[src/rtl/slot_use_pkg.sv]
package slot_use_pkg;

  localparam int OPC_W  = 6;
  localparam int FUNC_W = 6;
  localparam int CLS_W  = 2;

  typedef enum logic [CLS_W-1:0] {
    USE_NONE  = 2'd0,
    USE_BOTH  = 2'd1,
    USE_READ  = 2'd2,
    USE_WRITE = 2'd3
  } use_class_e;

  // three-level priority: combined use, then source use, then destination use
  function automatic use_class_e tier3(input logic both, input logic src, input logic dst);
    if (both)     return USE_BOTH;
    else if (src) return USE_READ;
    else if (dst) return USE_WRITE;
    else          return USE_NONE;
  endfunction

  function automatic use_class_e when_read(input logic hit);
    return hit ? USE_READ : USE_NONE;
  endfunction

endpackage

[src/rtl/slot_field_match.sv]
module slot_field_match
  import slot_use_pkg::*;
#(
  parameter int IDX_W    = 5,
  parameter int WORD_W   = 32,
  parameter int LINK_IDX = 31
) (
  input  logic [IDX_W-1:0]  idx,
  input  logic [WORD_W-1:0] word,
  output logic [OPC_W-1:0]  opcode,
  output logic [FUNC_W-1:0] funct,
  output logic [IDX_W-1:0]  sub_code,
  output logic              hit_rs,
  output logic              hit_rt,
  output logic              hit_rd,
  output logic              hit_link,
  output logic              word_zero
);

  localparam int OPC_LSB = WORD_W - OPC_W;
  localparam int RS_LSB  = OPC_LSB - IDX_W;
  localparam int NFIELD  = 3;

  logic [NFIELD-1:0] hits;

  // fields rs, rt, rd sit back to back below the opcode
  for (genvar g = 0; g < NFIELD; g++) begin : g_field
    localparam int LSB = RS_LSB - g * IDX_W;
    assign hits[g] = (word[LSB +: IDX_W] == idx);
  end

  assign opcode    = word[OPC_LSB +: OPC_W];
  assign funct     = word[FUNC_W-1:0];
  assign sub_code  = word[RS_LSB - IDX_W +: IDX_W];
  assign hit_rs    = hits[0];
  assign hit_rt    = hits[1];
  assign hit_rd    = hits[2];
  assign hit_link  = (idx == IDX_W'(LINK_IDX));
  assign word_zero = ~|word;

endmodule

[src/rtl/slot_rule_table.sv]
module slot_rule_table
  import slot_use_pkg::*;
#(
  parameter int IDX_W = 5
) (
  input  logic [OPC_W-1:0]  opcode,
  input  logic [FUNC_W-1:0] funct,
  input  logic [IDX_W-1:0]  sub_code,
  input  logic              hit_rs,
  input  logic              hit_rt,
  input  logic              hit_rd,
  input  logic              hit_link,
  input  logic              word_zero,
  output use_class_e        cls
);

  logic any_src;
  logic regimm_branch;
  use_class_e special_cls;

  assign any_src = hit_rs | hit_rt;
  assign regimm_branch = (sub_code == IDX_W'(5'h00)) || (sub_code == IDX_W'(5'h02)) ||
                         (sub_code == IDX_W'(5'h10)) || (sub_code == IDX_W'(5'h12));

  // register-format group, selected by funct
  always_comb begin
    special_cls = USE_NONE;
    case (funct)
      6'h00, 6'h02, 6'h03:
        special_cls = tier3(hit_rd & hit_rt, hit_rt, hit_rd);
      6'h04, 6'h06, 6'h07,
      6'h20, 6'h21, 6'h22, 6'h23, 6'h24, 6'h25, 6'h26, 6'h27,
      6'h2A, 6'h2B:
        special_cls = tier3(hit_rd & any_src, any_src, hit_rd);
      6'h10, 6'h12:
        special_cls = hit_rd ? USE_WRITE : USE_NONE;
      6'h11, 6'h13:
        special_cls = when_read(hit_rs);
      6'h18, 6'h19, 6'h1A, 6'h1B:
        special_cls = when_read(any_src);
      default:
        special_cls = USE_NONE;
    endcase
  end

  // primary opcode groups
  always_comb begin
    cls = USE_NONE;
    if (!word_zero) begin
      case (opcode)
        6'h00: cls = special_cls;
        6'h01: cls = when_read(hit_rs & regimm_branch);
        6'h03: cls = hit_link ? USE_WRITE : USE_NONE;
        6'h04, 6'h05: cls = when_read(any_src);
        6'h06, 6'h07: cls = when_read(hit_rs);
        6'h08, 6'h09, 6'h0A, 6'h0B, 6'h0C, 6'h0D, 6'h0E,
        6'h20, 6'h21, 6'h23, 6'h24, 6'h25:
          cls = tier3(hit_rt & hit_rs, hit_rs, hit_rt);
        6'h22, 6'h26:
          cls = hit_rt ? USE_WRITE : when_read(hit_rs);
        6'h28, 6'h29, 6'h2A, 6'h2B, 6'h2E:
          cls = when_read(any_src);
        6'h32, 6'h3A:
          cls = when_read(hit_rs);
        default: cls = USE_NONE;
      endcase
    end
  end

endmodule

[src/rtl/slot_out_stage.sv]
module slot_out_stage #(
  parameter int DATA_W = 2
) (
  input  logic              clk,
  input  logic              rst_n,
  input  logic              in_valid,
  output logic              in_ready,
  input  logic [DATA_W-1:0] in_data,
  input  logic              out_ready,
  output logic              out_valid,
  output logic [DATA_W-1:0] out_data
);

  logic              valid_q;
  logic [DATA_W-1:0] data_q;

  assign in_ready  = !valid_q || out_ready;
  assign out_valid = valid_q;
  assign out_data  = data_q;

  always_ff @(posedge clk) begin
    if (!rst_n) begin
      valid_q <= 1'b0;
      data_q  <= '0;
    end else if (in_valid && in_ready) begin
      valid_q <= 1'b1;
      data_q  <= in_data;
    end else if (out_ready) begin
      valid_q <= 1'b0;
    end
  end

endmodule

[src/rtl/slot_load_use_classifier.sv]
module slot_load_use_classifier
  import slot_use_pkg::*;
#(
  parameter int IDX_W    = 5,
  parameter int WORD_W   = 32,
  parameter int LINK_IDX = 31
) (
  input  logic              clk,
  input  logic              rst_n,
  input  logic              in_valid,
  output logic              in_ready,
  input  logic [IDX_W-1:0]  in_idx,
  input  logic [WORD_W-1:0] in_word,
  input  logic              out_ready,
  output logic              out_valid,
  output logic [CLS_W-1:0]  out_class
);

  logic [OPC_W-1:0]  opcode;
  logic [FUNC_W-1:0] funct;
  logic [IDX_W-1:0]  sub_code;
  logic              hit_rs, hit_rt, hit_rd, hit_link, word_zero;
  use_class_e        cls;

  slot_field_match #(
    .IDX_W(IDX_W), .WORD_W(WORD_W), .LINK_IDX(LINK_IDX)
  ) u_match (
    .idx(in_idx), .word(in_word),
    .opcode(opcode), .funct(funct), .sub_code(sub_code),
    .hit_rs(hit_rs), .hit_rt(hit_rt), .hit_rd(hit_rd),
    .hit_link(hit_link), .word_zero(word_zero)
  );

  slot_rule_table #(.IDX_W(IDX_W)) u_rules (
    .opcode(opcode), .funct(funct), .sub_code(sub_code),
    .hit_rs(hit_rs), .hit_rt(hit_rt), .hit_rd(hit_rd),
    .hit_link(hit_link), .word_zero(word_zero), .cls(cls)
  );

  slot_out_stage #(.DATA_W(CLS_W)) u_out (
    .clk(clk), .rst_n(rst_n),
    .in_valid(in_valid), .in_ready(in_ready), .in_data(CLS_W'(cls)),
    .out_ready(out_ready), .out_valid(out_valid), .out_data(out_class)
  );

endmodule

[config.mk]
export PLATFORM = sky130hd
export DESIGN_NAME = slot_load_use_classifier
export DESIGN_NICKNAME = d
export VERILOG_FILES = /design/src/rtl/slot_use_pkg.sv /design/src/rtl/slot_field_match.sv /design/src/rtl/slot_rule_table.sv /design/src/rtl/slot_out_stage.sv /design/src/rtl/slot_load_use_classifier.sv
export SDC_FILE = /design/constraint.sdc
export NUM_CORES = 1
export LEC_CHECK = 0
export BUFFER_PORTS_ARGS = -buffer_cell sky130_fd_sc_hd__buf_4
export CORE_ASPECT_RATIO = 0.7
export CORE_MARGIN = 1
export CORE_UTILIZATION = 24
export DETAILED_ROUTE_END_ITERATION = 8
export PLACE_DENSITY = 0.44
export SLEW_MARGIN = 10
export SYNTH_ARGS = -nofsm -noshare
export SYNTH_HDL_FRONTEND = slang
export SYNTH_SLANG_ARGS = --single-unit
[constraint.sdc]
create_clock -name clk -period 4.5 [get_ports clk]
set_input_delay 0.225 -clock clk [delete_from_list [all_inputs] [get_ports clk]]
set_output_delay 0.225 -clock clk [all_outputs]
set_load 0.01 [all_outputs]
# Word-level counts from Yosys, hierarchy flattened
# Index checks and enable logic that the tools add are counted.
[classes]
muxes = 18
bitwise = 5
reduce_logical = 20
n_eq_ne = 57
[ops]
columns = ["cell", "count"]
rows = [
  ["equality test 6 bit (second input constant)", 24],
  ["equality test 6 x 5 -> 1 bit (second input constant)", 8],
  ["equality test 6 x 3 -> 1 bit (second input constant)", 7],
  ["equality test 6 x 4 -> 1 bit (second input constant)", 7],
  ["OR reduction 32 bit", 1],
  ["two-way mux 2 bit", 14],
  ["equality test 6 x 2 -> 1 bit (second input constant)", 3],
  ["equality test 5 bit", 3],
  ["equality test 5 bit (second input constant)", 3],
  ["case mux 2 bit (7 select lines)", 1],
  ["OR reduction 13 bit", 1],
  ["zero test 6 bit", 2],
  ["OR reduction 12 bit", 1],
  ["case mux 2 bit (5 select lines)", 1],
  ["OR reduction 4 bit", 2],
  ["OR reduction 7 bit", 1],
  ["equality test 6 x 1 -> 1 bit (second input constant)", 1],
  ["OR reduction 2 bit", 3],
  ["equality test 5 x 2 -> 1 bit (second input constant)", 1],
  ["zero test 5 bit", 1],
  ["AND 1 bit", 4],
  ["logical OR 1 bit", 4],
  ["OR reduction 3 bit", 1],
  ["two-way mux 1 bit", 2],
  ["4 further kinds", 4],
]
[totals]
in_bits = 41
elab_cells = 102
output_inout_bits = 4
ff_bits = 3

# Depth between registers and ports, before layout
[depth]
depth_word = 8
mapped_depth = 10
depth_no_buf = 10

# Cells and area by module
# From an unflattened synthesis, not the netlist that was laid out.
[unflattened]
cells_unflattened = 135
hier_area_um2 = 1037.2
[by_module_without_submodules]
columns = ["mod", "cells_per_inst", "area_each_um2", "seq_area_each_um2", "instances"]
rows = [
  ["slot_rule_table", 70, 510.5, 0.0, 1],
  ["slot_field_match", 52, 395.4, 0.0, 1],
  ["slot_out_stage", 13, 131.4, 60.1, 1],
]

# Worst setup path before layout
# OpenSTA, ideal clock, no wires.
[synth_timing]
path_type = "input port to flip-flop"
from = "input in_idx[0]"
to = "register u_out.data_q[1] (netlist: u_out.out_data[1])"
setup_time_ns = 0.125
n_path_buf = 0
required_time_ns = 4.375
arrival_time_ns = 1.590
setup_slack_ns = 2.785
path_stages = 9
cell_sequence = "xnor2_1 > nand3_1 > nor3_1 > inv_1 > ha_1 > nor3_1 > nor3b_1 > o31ai_1 > a21oi_1"
[synth_between]
elab_chain_len = 7
elab_cells_between_ends = 25
classes_between = "4 x eq/ne; 16 x mux; 5 x bitwise"
[synth_rtl]
columns = ["item", "line", "rtl"]
rows = [
  ["start, declared", "slot_load_use_classifier.sv:12", "input logic [IDX_W-1:0] in_idx,"],
  ["equality test 5 bit", "slot_field_match.sv:29", "assign hits[g] = (word[LSB +: IDX_W] == idx);"],
  ["two-way mux 2 bit or bitwise OR 1 bit (tied branches)", "slot_use_pkg.sv:18, slot_rule_table.sv:36, slot_rule_table.sv:21", ""],
  ["two-way mux 2 bit or AND 1 bit (tied branches)", "slot_use_pkg.sv:17, slot_rule_table.sv:34", ""],
  ["two-way mux 2 bit", "slot_use_pkg.sv:16", "if (both) return USE_BOTH;"],
  ["case mux 2 bit (5 select lines)", "slot_rule_table.sv:28", "case (funct)"],
  ["case mux 2 bit (7 select lines) *", "slot_rule_table.sv:50", "case (opcode)"],
  ["two-way mux 2 bit *", "slot_rule_table.sv:49", "if (!word_zero) begin"],
  ["end signal, assigned", "slot_out_stage.sv:27", "data_q <= in_data;"],
  ["end, declared", "slot_out_stage.sv:15", "logic [DATA_W-1:0] data_q;"],
]
# Every way passes the cells marked *; elsewhere a longest branch is shown, timed or not.
# A chain may end at the register's enable or synchronous reset.

# Worst setup path after layout
[layout_timing]
from = "input in_idx[2]"
to = "register u_out.data_q[1] (netlist: u_out.out_data[1])"
# Same word-level chain as after synthesis.

==> metrics.cfg <==
[run_status]
status=finished, final reports clean

[clocking]
ctsHoldBuffers=0
cts_max_path_buffers=2
cts_tree=done
ctsResizeCount=0
clk_latency_ps=210
cts_made_buffers=3
root_buffer=clkbuf_8
h-tree-depth=1
path_clk_slew_ps=30
post_cts_buffers=0
clkSinkCount=3

[drt]
vias=999
viasPerCell=4.90
post_drt_wl_per_cell_um=13.0
first_pass_iters=4
drt-total-wl_um=2660
ant_nets=0
drcViolationCount=0
dr.first_iter.drc_count=91

[logic_synthesis]
syn-mean-instance-area_um2=7.50
synth_warnings=0
synth_top_family_by_area=simple AND/OR/NAND/NOR gates
synthAdderAreaFrac=0.0443
synth_edf_count=0
synth-simple-area-share=0.362
synth_nets=157
seq_area_frac_synth=0.0709
yosys.area_share.xor_xnor=0.165
synthArstFlopShare=0
yosys-top-cells-area=xnor2_1, dfxtp_1, nand3_1
syn_inst=113
yosysTopAreaCell=xnor2_1
muxShareOfSynthArea=0
ys_types=46
synth_top_cell_area_share=0.114
synth-compound-area-share=0.284
syn-cell-area_um2=847
ys_ff_latch=3
yosys_most_used_dff=dfxtp_1

[flow_run]
cap_violations=0

[placement]
routabilityCongestion=0.763
port_buffers=44
dp_hpwl_um=2240

[sta]
slew_viol_final=0
setup_viol=0
finClkSkew_ps=2.02
period_needed_ps=1870
finalCritPeriodShare=0.416
fmax_mhz=535
grt_setup_unrepaired=no
relSlewSlack=0.713
tightest_slew_ps=428
finalHoldViolCount=0
finalSetupTns_ps=0
holdWs_ps=272

[global_route]
grt_pass1_vias=937
antenna_found_initial=0
grt_first_pass_wirelength_um=4510
grt_max_degree=10
grt-ovfl-total=0
globalRouteTotalUtil=0.153

[die]
die_x_um=73.0
die_h_um=51.7
ioPinCount=45
core-area_um2=3250
num_rows=17
initial_utilization=0.260
die_area_um2=3770

[power_and_ir_drop]
pwr_density_cell_nw_per_um2=153
power.total_w=0.000192
leakage_nw=0.551
ir_worst_vdd_mv=0.0898

[hold_path]
hold_depth=3
min_path_type=input port to register

[final_layout]
final_common_cell=buf_4
final_nets=202
num-fill-cells=347
most-common-layout-cells=buf_4, xnor2_1, nand3_1, inv_1, nand2_1
antenna_cells=0
synthToLayoutAreaGrowth_pct=47.9
regArea_um2=60.1
drive_gt1_frac=0.376
multi_input_area_um2=724

[worst_setup_path]
crit_fanout=4
ff2ff_setup_slack_ps=3040
crit_path_top_delay_cell=nor3_1
slowest_delay_ps=370
rr_endpoint=u_out.out_data[1]$_SDFFE_PN0P_
critical_path.endpoint=u_out.out_data[1]$_SDFFE_PN0P_
required_ps=4590
crit_start=in_idx[2]
r2r_cells=6
crit_chain=buf_4 > xnor2_1 > nand3_1 > nor3_1 > inv_1 > ha_1 > nor3_1 > nor3b_1 > o31ai_1 > a21oi_1
crit_type=input port to register
crit_path_end_kind=register
worst_path_most_repeated_cell=nor3_1
startpoint_type=input port
reg2reg_from=u_out.out_valid$_SDFFE_PN0P_
critical_path_arrival_ps=1960

[metal layers]
layer  vias to the layer above  track usage  wire length [um]
met5                         -            0                 0
met4                         0       0.0294                 0
met3                         0       0.0174               132
met2                        35        0.235              1140
met1                       451        0.229              1390
li1                        513            -                 -
[kinds of logic (layout without fill, tap and decap cells)]
family | after synthesis | count (layout)
adder cells (fa/ha/maj) | 3 | 3
flip-flops | 3 | 3
AO/OA/AOI/OAI | 30 | 30
AND/OR/NAND/NOR | 48 | 48
XOR/XNOR | 16 | 16
buffers and inverters | 13 | 57
[metrics by stage]
step / area, um^2 / setup WS (ps) / util / cells
floorplan: 847 / 2780 / - / 113
global placement: 1210 / 2440 / 0.371 / 200
detailed placement: 1210 / 2380 / 0.371 / 200
CTS: 1250 / 2600 / 0.385 / 204
global route: 1250 / 2390 / 0.385 / 204
finish: 1250 / 2630 / 0.385 / 204
[cell usage after synthesis (2+ instances only)]
cell type	number
a211oi_1	2
a21oi_1	2
a31oi_1	2
clkbuf_2	2
dfxtp_1	3
ha_1	3
inv_1	9
nand2_1	7
nand3_1	9
nand4_1	2
nor2_1	6
nor3_1	6
nor3b_1	2
nor4_1	4
nor4_2	2
o211a_1	2
o21ai_0	5
o21ai_1	2
o22ai_1	2
xnor2_1	11
xor2_1	5
[registers in the layout, indices dropped and copies added (netlist names)]
signal and count:
u_out.out_data 2, u_out.out_valid 1
[worst min-delay path by stage]
stage / start / end / slack, ps
after global routing: rst_n / u_out.out_valid$_SDFFE_PN0P_ / 310
after detailed placement: u_out.out_data[0]$_SDFFE_PN0P_ / u_out.out_data[0]$_SDFFE_PN0P_ / 460
after CTS: rst_n / u_out.out_data[0]$_SDFFE_PN0P_ / 270
after global placement: u_out.out_data[0]$_SDFFE_PN0P_ / u_out.out_data[0]$_SDFFE_PN0P_ / 450
after floorplan: rst_n / u_out.out_data[1]$_SDFFE_PN0P_ / 360
final: rst_n / u_out.out_data[0]$_SDFFE_PN0P_ / 270
[final cells by class]
type	count	share of cell area
inverter	9	0.0270
clock buffer	4	0.0360
tap	47	0.0470
multi-input combinational	97	0.578
sequential	3	0.0480
timing repair buffer	44	0.264
[power breakdown]
part / switching (W) / internal [W] / leakage [nW]
clock network: 0.0000176 / 0.0000604 / 0.0228
logic: 0.0000421 / 0.0000444 / 0.504
registers: 0.000000320 / 0.0000274 / 0.0245
total: 0.0000600 / 0.000132 / 0.551
[worst max-delay path: cells and delay by family]
kind / cells / cell delay [ps]
adders and majority gates: 1 / 260
xor gates and xnor gates: 1 / 160
AOI/OAI and AO/OA: 2 / 340
and+or+nand+nor: 4 / 720
buffers and inverters: 2 / 250
Note: power is estimated with default switching activity, not from simulation.
